[src/rtl/lcdt_pkg.sv]
package lcdt_pkg;
   typedef enum logic [1:0] {
      BLK_OFF = 2'b00,
      BLK_ONE = 2'b01,
      BLK_COL = 2'b10,
      BLK_ALL = 2'b11
   } blink_mode_e;

   localparam int unsigned DIV_FLOOR = 16;
   localparam int unsigned BLINK_HALF_SHIFT = 2;
endpackage

[src/rtl/lcdt_stage.sv]
module lcdt_stage #(
   parameter int unsigned CW = 4
) (
   input  logic          clk,
   input  logic          rst_n,
   input  logic          enable,
   input  logic          step,
   input  logic [CW-1:0] next_lim,
   output logic          tick
);
   logic [CW-1:0] cnt_q;
   logic [CW-1:0] lim_q;
   logic          wrap;

   generate
      if (CW < 1) begin : g_bad_cw
         $error("lcdt_stage: CW must be at least 1");
      end
   endgenerate

   assign wrap = step && (cnt_q == lim_q);

   always_ff @(posedge clk) begin
      if (!rst_n) begin
         cnt_q <= '0;
         lim_q <= '0;
         tick  <= 1'b0;
      end else if (!enable) begin
         cnt_q <= '0;
         lim_q <= next_lim;
         tick  <= 1'b0;
      end else begin
         tick <= wrap;
         if (wrap) begin
            cnt_q <= '0;
            lim_q <= next_lim;
         end else if (step) begin
            cnt_q <= cnt_q + 1'b1;
         end
      end
   end

   // an output pulse can only follow an input step
   p_tick_after_step_r2: assert property (@(posedge clk) disable iff (!rst_n)
      tick |-> $past(step));
   // disabled stage stays silent
   p_idle_when_off_r8: assert property (@(posedge clk) disable iff (!rst_n)
      !enable |=> !tick);
   // count never passes the held limit
   p_cnt_bounded_r9: assert property (@(posedge clk) disable iff (!rst_n)
      cnt_q <= lim_q);
endmodule

[src/rtl/lcdt_blink.sv]
module lcdt_blink
   import lcdt_pkg::*;
#(
   parameter int unsigned RATE_W    = 3,
   parameter bit          BLANK_REG = 1'b0
) (
   input  logic              clk,
   input  logic              rst_n,
   input  logic              enable,
   input  logic              frame_tick,
   input  blink_mode_e       mode,
   input  logic [RATE_W-1:0] rate,
   output logic              phase,
   output logic              toggle,
   output logic [1:0]        blank_sel
);
   localparam int unsigned BCW = (2 ** RATE_W) + BLINK_HALF_SHIFT;

   logic [BCW-1:0]  cnt_q;
   logic [BCW-1:0]  lim_q;
   logic [BCW-1:0]  new_lim;
   logic [RATE_W:0] shamt;
   logic            hit;

   generate
      if (RATE_W < 1 || RATE_W > 4) begin : g_bad_rate
         $error("lcdt_blink: RATE_W out of range");
      end
   endgenerate

   assign shamt   = {1'b0, rate} + (RATE_W+1)'(BLINK_HALF_SHIFT);
   assign new_lim = (BCW'(1) << shamt) - BCW'(1);
   assign hit     = frame_tick && (cnt_q == lim_q);

   always_ff @(posedge clk) begin
      if (!rst_n) begin
         cnt_q  <= '0;
         lim_q  <= '0;
         phase  <= 1'b0;
         toggle <= 1'b0;
      end else if (!enable) begin
         cnt_q  <= '0;
         lim_q  <= new_lim;
         phase  <= 1'b0;
         toggle <= 1'b0;
      end else begin
         toggle <= 1'b0;
         if (hit) begin
            cnt_q <= '0;
            lim_q <= new_lim;
            if (mode != BLK_OFF) begin
               phase  <= ~phase;
               toggle <= 1'b1;
            end
         end else if (frame_tick) begin
            cnt_q <= cnt_q + 1'b1;
         end
         if (mode == BLK_OFF) begin
            phase <= 1'b0;
         end
      end
   end

   generate
      if (BLANK_REG) begin : g_blank_reg
         logic [1:0] sel_q;
         always_ff @(posedge clk) begin
            if (!rst_n) sel_q <= 2'b00;
            else        sel_q <= phase ? mode : BLK_OFF;
         end
         assign blank_sel = sel_q;
      end else begin : g_blank_comb
         assign blank_sel = phase ? mode : BLK_OFF;
      end
   endgenerate

   // every toggle strobe coincides with an inversion of the phase
   p_toggle_flips_r5: assert property (@(posedge clk) disable iff (!rst_n)
      toggle |-> (phase != $past(phase)));
   // the phase moves only on a frame boundary
   p_phase_on_frame_r5: assert property (@(posedge clk) disable iff (!rst_n)
      (enable && $past(enable) && phase != $past(phase) && $past(mode) != BLK_OFF) |-> $past(frame_tick));
   // blink off keeps the visible phase and no strobe
   p_quiet_off_r6: assert property (@(posedge clk) disable iff (!rst_n)
      (mode == BLK_OFF) |=> (!phase && !toggle));
endmodule

[src/rtl/lcd_tick_gen.sv]
module lcd_tick_gen
   import lcdt_pkg::*;
#(
   parameter int unsigned PS_W   = 4,
   parameter int unsigned DIV_W  = 4,
   parameter int unsigned DUTY_W = 3,
   parameter int unsigned RATE_W = 3
) (
   input  logic              clk,
   input  logic              rst_n,
   input  logic              enable,
   input  logic [PS_W-1:0]   cfg_ps,
   input  logic [DIV_W-1:0]  cfg_div,
   input  logic [DUTY_W-1:0] cfg_duty,
   input  logic [1:0]        cfg_blink_mode,
   input  logic [RATE_W-1:0] cfg_blink_rate,
   output logic              ps_tick,
   output logic              div_tick,
   output logic              frame_tick,
   output logic              blink_toggle,
   output logic              blink_phase,
   output logic [1:0]        blank_sel
);
   localparam int unsigned PS_CW  = (2 ** PS_W) - 1;
   localparam int unsigned DIV_CW = $clog2(DIV_FLOOR + (2 ** DIV_W));

   logic [PS_CW-1:0]  ps_lim;
   logic [DIV_CW-1:0] div_lim;
   logic [DUTY_W-1:0] duty_q;

   generate
      if (PS_W < 1 || PS_W > 5) begin : g_bad_ps
         $error("lcd_tick_gen: PS_W out of range");
      end
      if (DUTY_W < 1) begin : g_bad_duty
         $error("lcd_tick_gen: DUTY_W must be at least 1");
      end
   endgenerate

   assign ps_lim  = (PS_CW'(1) << cfg_ps) - PS_CW'(1);
   assign div_lim = DIV_CW'(DIV_FLOOR - 1) + DIV_CW'(cfg_div);

   // drive-format code is write-protected while running
   always_ff @(posedge clk) begin
      if (!rst_n)       duty_q <= '0;
      else if (!enable) duty_q <= cfg_duty;
   end

   lcdt_stage #(.CW(PS_CW)) u_ps (
      .clk(clk), .rst_n(rst_n), .enable(enable), .step(1'b1),
      .next_lim(ps_lim), .tick(ps_tick));

   lcdt_stage #(.CW(DIV_CW)) u_div (
      .clk(clk), .rst_n(rst_n), .enable(enable), .step(ps_tick),
      .next_lim(div_lim), .tick(div_tick));

   lcdt_stage #(.CW(DUTY_W)) u_frame (
      .clk(clk), .rst_n(rst_n), .enable(enable), .step(div_tick),
      .next_lim(duty_q), .tick(frame_tick));

   lcdt_blink #(.RATE_W(RATE_W), .BLANK_REG(1'b0)) u_blink (
      .clk(clk), .rst_n(rst_n), .enable(enable), .frame_tick(frame_tick),
      .mode(blink_mode_e'(cfg_blink_mode)), .rate(cfg_blink_rate),
      .phase(blink_phase), .toggle(blink_toggle), .blank_sel(blank_sel));

   // the latched duty code holds while enabled
   p_duty_locked_r4: assert property (@(posedge clk) disable iff (!rst_n)
      (enable && $past(enable)) |-> $stable(duty_q));
   // a frame strobe implies a divider strobe the cycle before
   p_frame_after_div_r3: assert property (@(posedge clk) disable iff (!rst_n)
      frame_tick |-> $past(div_tick));
endmodule

[config.mk]
export PLATFORM = sky130hd
export DESIGN_NAME = lcd_tick_gen
export DESIGN_NICKNAME = d
export VERILOG_FILES = /design/src/rtl/lcdt_pkg.sv /design/src/rtl/lcdt_stage.sv /design/src/rtl/lcdt_blink.sv /design/src/rtl/lcd_tick_gen.sv
export SDC_FILE = /design/constraint.sdc
export NUM_CORES = 1
export LEC_CHECK = 0
export BUFFER_PORTS_ARGS = -buffer_cell sky130_fd_sc_hd__clkbuf_2
export CAP_MARGIN = 20
export CORE_ASPECT_RATIO = 0.7
export CORE_MARGIN = 4
export CORE_UTILIZATION = 50
export DETAILED_ROUTE_END_ITERATION = 7
export PLACE_DENSITY = 0.71
export RECOVER_POWER = 100
export SLEW_MARGIN = 0
export SYNTH_ARGS = -nofsm -noshare
export SYNTH_HDL_FRONTEND = slang
export SYNTH_SLANG_ARGS = --single-unit
export TNS_END_PERCENT = 5
[constraint.sdc]
create_clock -name clk -period 1.9 [get_ports clk]
set_input_delay 0.095 -clock clk [delete_from_list [all_inputs] [get_ports clk]]
set_output_delay 0.095 -clock clk [all_outputs]
set_load 0.01 [all_outputs]
==> summary.md <==
| Metric | Value |
|---|---|
| Primary FF master, synth | dfxtp_1 |
| Simple-Gate Fraction of Synth Area | 0.212 |
| Slew @ Worst Pin | 0.406 ns |
| Die Span X | 110 um |
| CP startpoint kind | flip-flop |
| Worst path required time | 2.13 ns |
| Syn. warnings | 0 |
| Largest net degree at the start of global routing | 21 |
| WL final | 7700 um |
| Status | completed |
| Placeable Area | 0.00691 mm^2 |
| First-pass GRT wire length | 13300 um |
| Fin crit share | 0.924 |
| Post-CTS setup buffer count | 0 |
| Type of the most critical hold path | primary input to flip-flop |
| H-Tree Depth | 3 |
| DP Wirelength | 5750 um |
| Adder-Cell Fraction of Synth Area | 0.0447 |
| Layout cell share with drive strength beyond 1 | 0.139 |
| Async set-reset flop share out of synthesis | 0 |
| # Max-Cap Violations | 0 |
| Post-synth EDFFs | 0 |
| Pwr/cell area | 827 mW/mm^2 |
| FMAX | 0.570 GHz |
| Type of the worst setup path | flip-flop to flip-flop |
| Clock transition at the registers of the reported paths | 0.08 ns |
| Final hold vios | 0 |
| Synthesized net count | 443 |
| Crit path capture type | flip-flop |
| Sequential share of the synthesized area | 0.407 |
| Overflow left after global routing | 0 |
| Worst Path Max Fanout | 10 |
| Netlist cell types | 40 |
| Largest family of logic cells by synthesized area | simple AND/OR/NAND/NOR gates |
| Area contributors post-synth | dfxtp_1, xor2_1, xnor2_1 |
| RSZ-0062 raised after global routing | no |
| Die Span Y | 79.4 um |
| Iteration-0 DRC Markers | 199 |
| Max-slew violations | 0 |
| Min cycle time layout | 1.76 ns |
| Worst slack at placement | -0.0978 ns |
| CTS tree | built |
| Ports | 26 |
| Crit path DAT | 1.98 ns |
| Worst-Skew Late Latency | 0.35 ns |
| Final WS setup | 0.144 ns |
| Initial Util | 0.526 |
| Post-DRT Antenna Nets | 0 |
| Syn Area/Cell | 8.85 um^2 |
| Port-buffer cells | 25 |
| Top cell type's share of synthesized area | 0.407 |
| Final setup vio count | 0 |
| Drt first pass iters | 4 |
| Die Area | 0.00873 mm^2 |
| Clock Root Buffer | clkbuf_8 |
| Power Total | 3550 uW |
| Initial antenna violation count | 0 |
| Synth Area in Compound Gates | 0.0894 |
| Routed WL per cell | 13.9 um |
| Mux cell area share after synthesis | 0.0385 |
| Synth area leader | dfxtp_1 |
| DR vias | 2955 |
| Number of buffers created by CTS | 9 |
| Cell count after synthesis | 411 |
| Vias per cell | 5.34 |
| Maximum VDD drop | 0.000414 V |
| Longest Clk Path Bufs | 2 |
| R2r setup slk | 0.14 ns |
| Num rows | 25 |
| Leakage | 0.00177 uW |
| Skew final | 0.00806 ns |
| Total GRT Usage | 0.195 |
| Seq cells post-synth | 74 |
| Synth-to-Final Area Change | 17.7% |
| Diode count | 0 |
| Vias in the first global route | 2878 |
| XOR/XNOR share of the synthesized area | 0.169 |
| Max-slew headroom | 0.727 |
| Post-Syn Area | 0.00364 mm^2 |
| Fin nets | 487 |
| DRC viols | 0 |
| TritonCTS sink count | 74 |
| Final Wtd Congestion | 0.836 |
final timing paths:
| kind | end | depth (start not counted) | start |
|---|---|---|---|
| worst max-delay path | u_blink.cnt_q[9] | 5 | u_blink.cnt_q[7] |
| worst min-delay path | u_div.lim_q[3] | 3 | cfg_div[3] |
| worst max register to register | u_blink.cnt_q[9] | 5 | u_blink.cnt_q[7] |
| worst min register to register | u_ps.lim_q[9] | 2 | u_ps.lim_q[9] |
per-layer routing:
| layer | GRT usage | share of wire | vias up |
|---|---|---|---|
| met4 | 0.0585 | 0.011 | 0 |
| met2 | 0.298 | 0.44 | 81 |
| met3 | 0.0550 | 0.060 | 9 |
| met1 | 0.268 | 0.49 | 1364 |
| li1 | - | - | 1501 |
| met5 | 0 | 0 | - |
per-stage QoR:
step	area, um^2	instances	TNS [ns]	utilization	hold WS (ns)
CTS	4300	553	0	0.621	0.0452
global placement	4010	534	-0.0213	0.579	0.312
global route	4280	553	0	0.620	0.0580
finish	4280	553	0	0.620	0.0536
detailed placement	4010	534	-0.126	0.579	0.322
floorplan	3650	411	0	-	0.191
final cells by class:
type | count | area, um^2
multi-input cells | 304 | 2020
inverters | 11 | 41.3
well taps | 94 | 118
fillers | 598 | 2630
clock inverters | 4 | 98.8
flip-flops and latches | 74 | 1480
repair buffers | 55 | 372
clock buffers | 11 | 151
flip-flops by register name, summed over array words and instances, names as in the netlist:
register	count
u_frame.cnt_q	3
u_div.cnt_q	5
u_ps.tick	1
u_ps.lim_q	15
u_blink.lim_q	10
u_frame.tick	1
duty_q	3
u_blink.toggle	1
u_blink.phase	1
u_frame.lim_q	3
u_div.lim_q	5
u_blink.cnt_q	10
u_ps.cnt_q	15
u_div.tick	1
cells in the final DEF (no fill, tap or decap), types with 6 or more instances in the layout:
| cell | synthesis | layout |
|---|---|---|
| o21ai_0 | 5 | 6 |
| nor2_1 | 68 | 68 |
| nor3_1 | 13 | 13 |
| mux2i_1 | 14 | 14 |
| inv_1 | 10 | 10 |
| nor4_1 | 8 | 8 |
| nand4_1 | 16 | 16 |
| clkbuf_1 | 12 | 7 |
| xnor2_1 | 30 | 30 |
| a211oi_1 | 13 | 13 |
| clkbuf_2 | 0 | 20 |
| xor2_1 | 40 | 40 |
| clkbuf_8 | 0 | 11 |
| nand3_1 | 15 | 15 |
| ha_1 | 13 | 13 |
| nand2_1 | 24 | 24 |
| buf_4 | 2 | 22 |
| dfxtp_1 | 74 | 74 |
logic make-up (layout without fill, tap and decap cells):
family,Yosys count,after routing
fa+ha+maj,13,13
buf+inv,33,81
mux,14,14
xor+xnor,70,70
flops,74,74
simple gates,163,163
compound gates,44,44
synth_stat cells, types with 4 or more instances:
library cell	number
a311oi_1	4
nand4_1	16
and3_1	5
mux2i_1	14
buf_2	5
nand3_1	15
nor3_1	13
dfxtp_1	74
a21oi_1	5
clkbuf_1	12
nor4_1	8
inv_1	10
xor2_1	40
nor2_1	68
o21ai_0	5
ha_1	13
nand2_1	24
a211oi_1	13
xnor2_1	30
critical path, cell delays in order (launching register included):
cell and delay, ns:
dfxtp_1 0.43, xnor2_1 0.14, nand4_1 0.18, or3_1 0.47, nand3_1 0.32, nor2_1 0.10
power by group:
| part | internal [uW] | switching [uW] | total, uW | leakage, uW |
|---|---|---|---|---|
| Sequential | 1610 | 42.6 | 1650 | 0.000604 |
| Combinational | 178 | 204 | 382 | 0.00104 |
| Clock | 939 | 575 | 1510 | 0.000126 |
| Total | 2720 | 821 | 3550 | 0.00177 |
timing repair:
action	CTS	global route
endpoints found under the setup margin	0	9
gates resized for setup	0	2
hold buffers	4	0
endpoints found under the hold margin	4	0
Note: power is estimated with default switching activity, not from simulation.
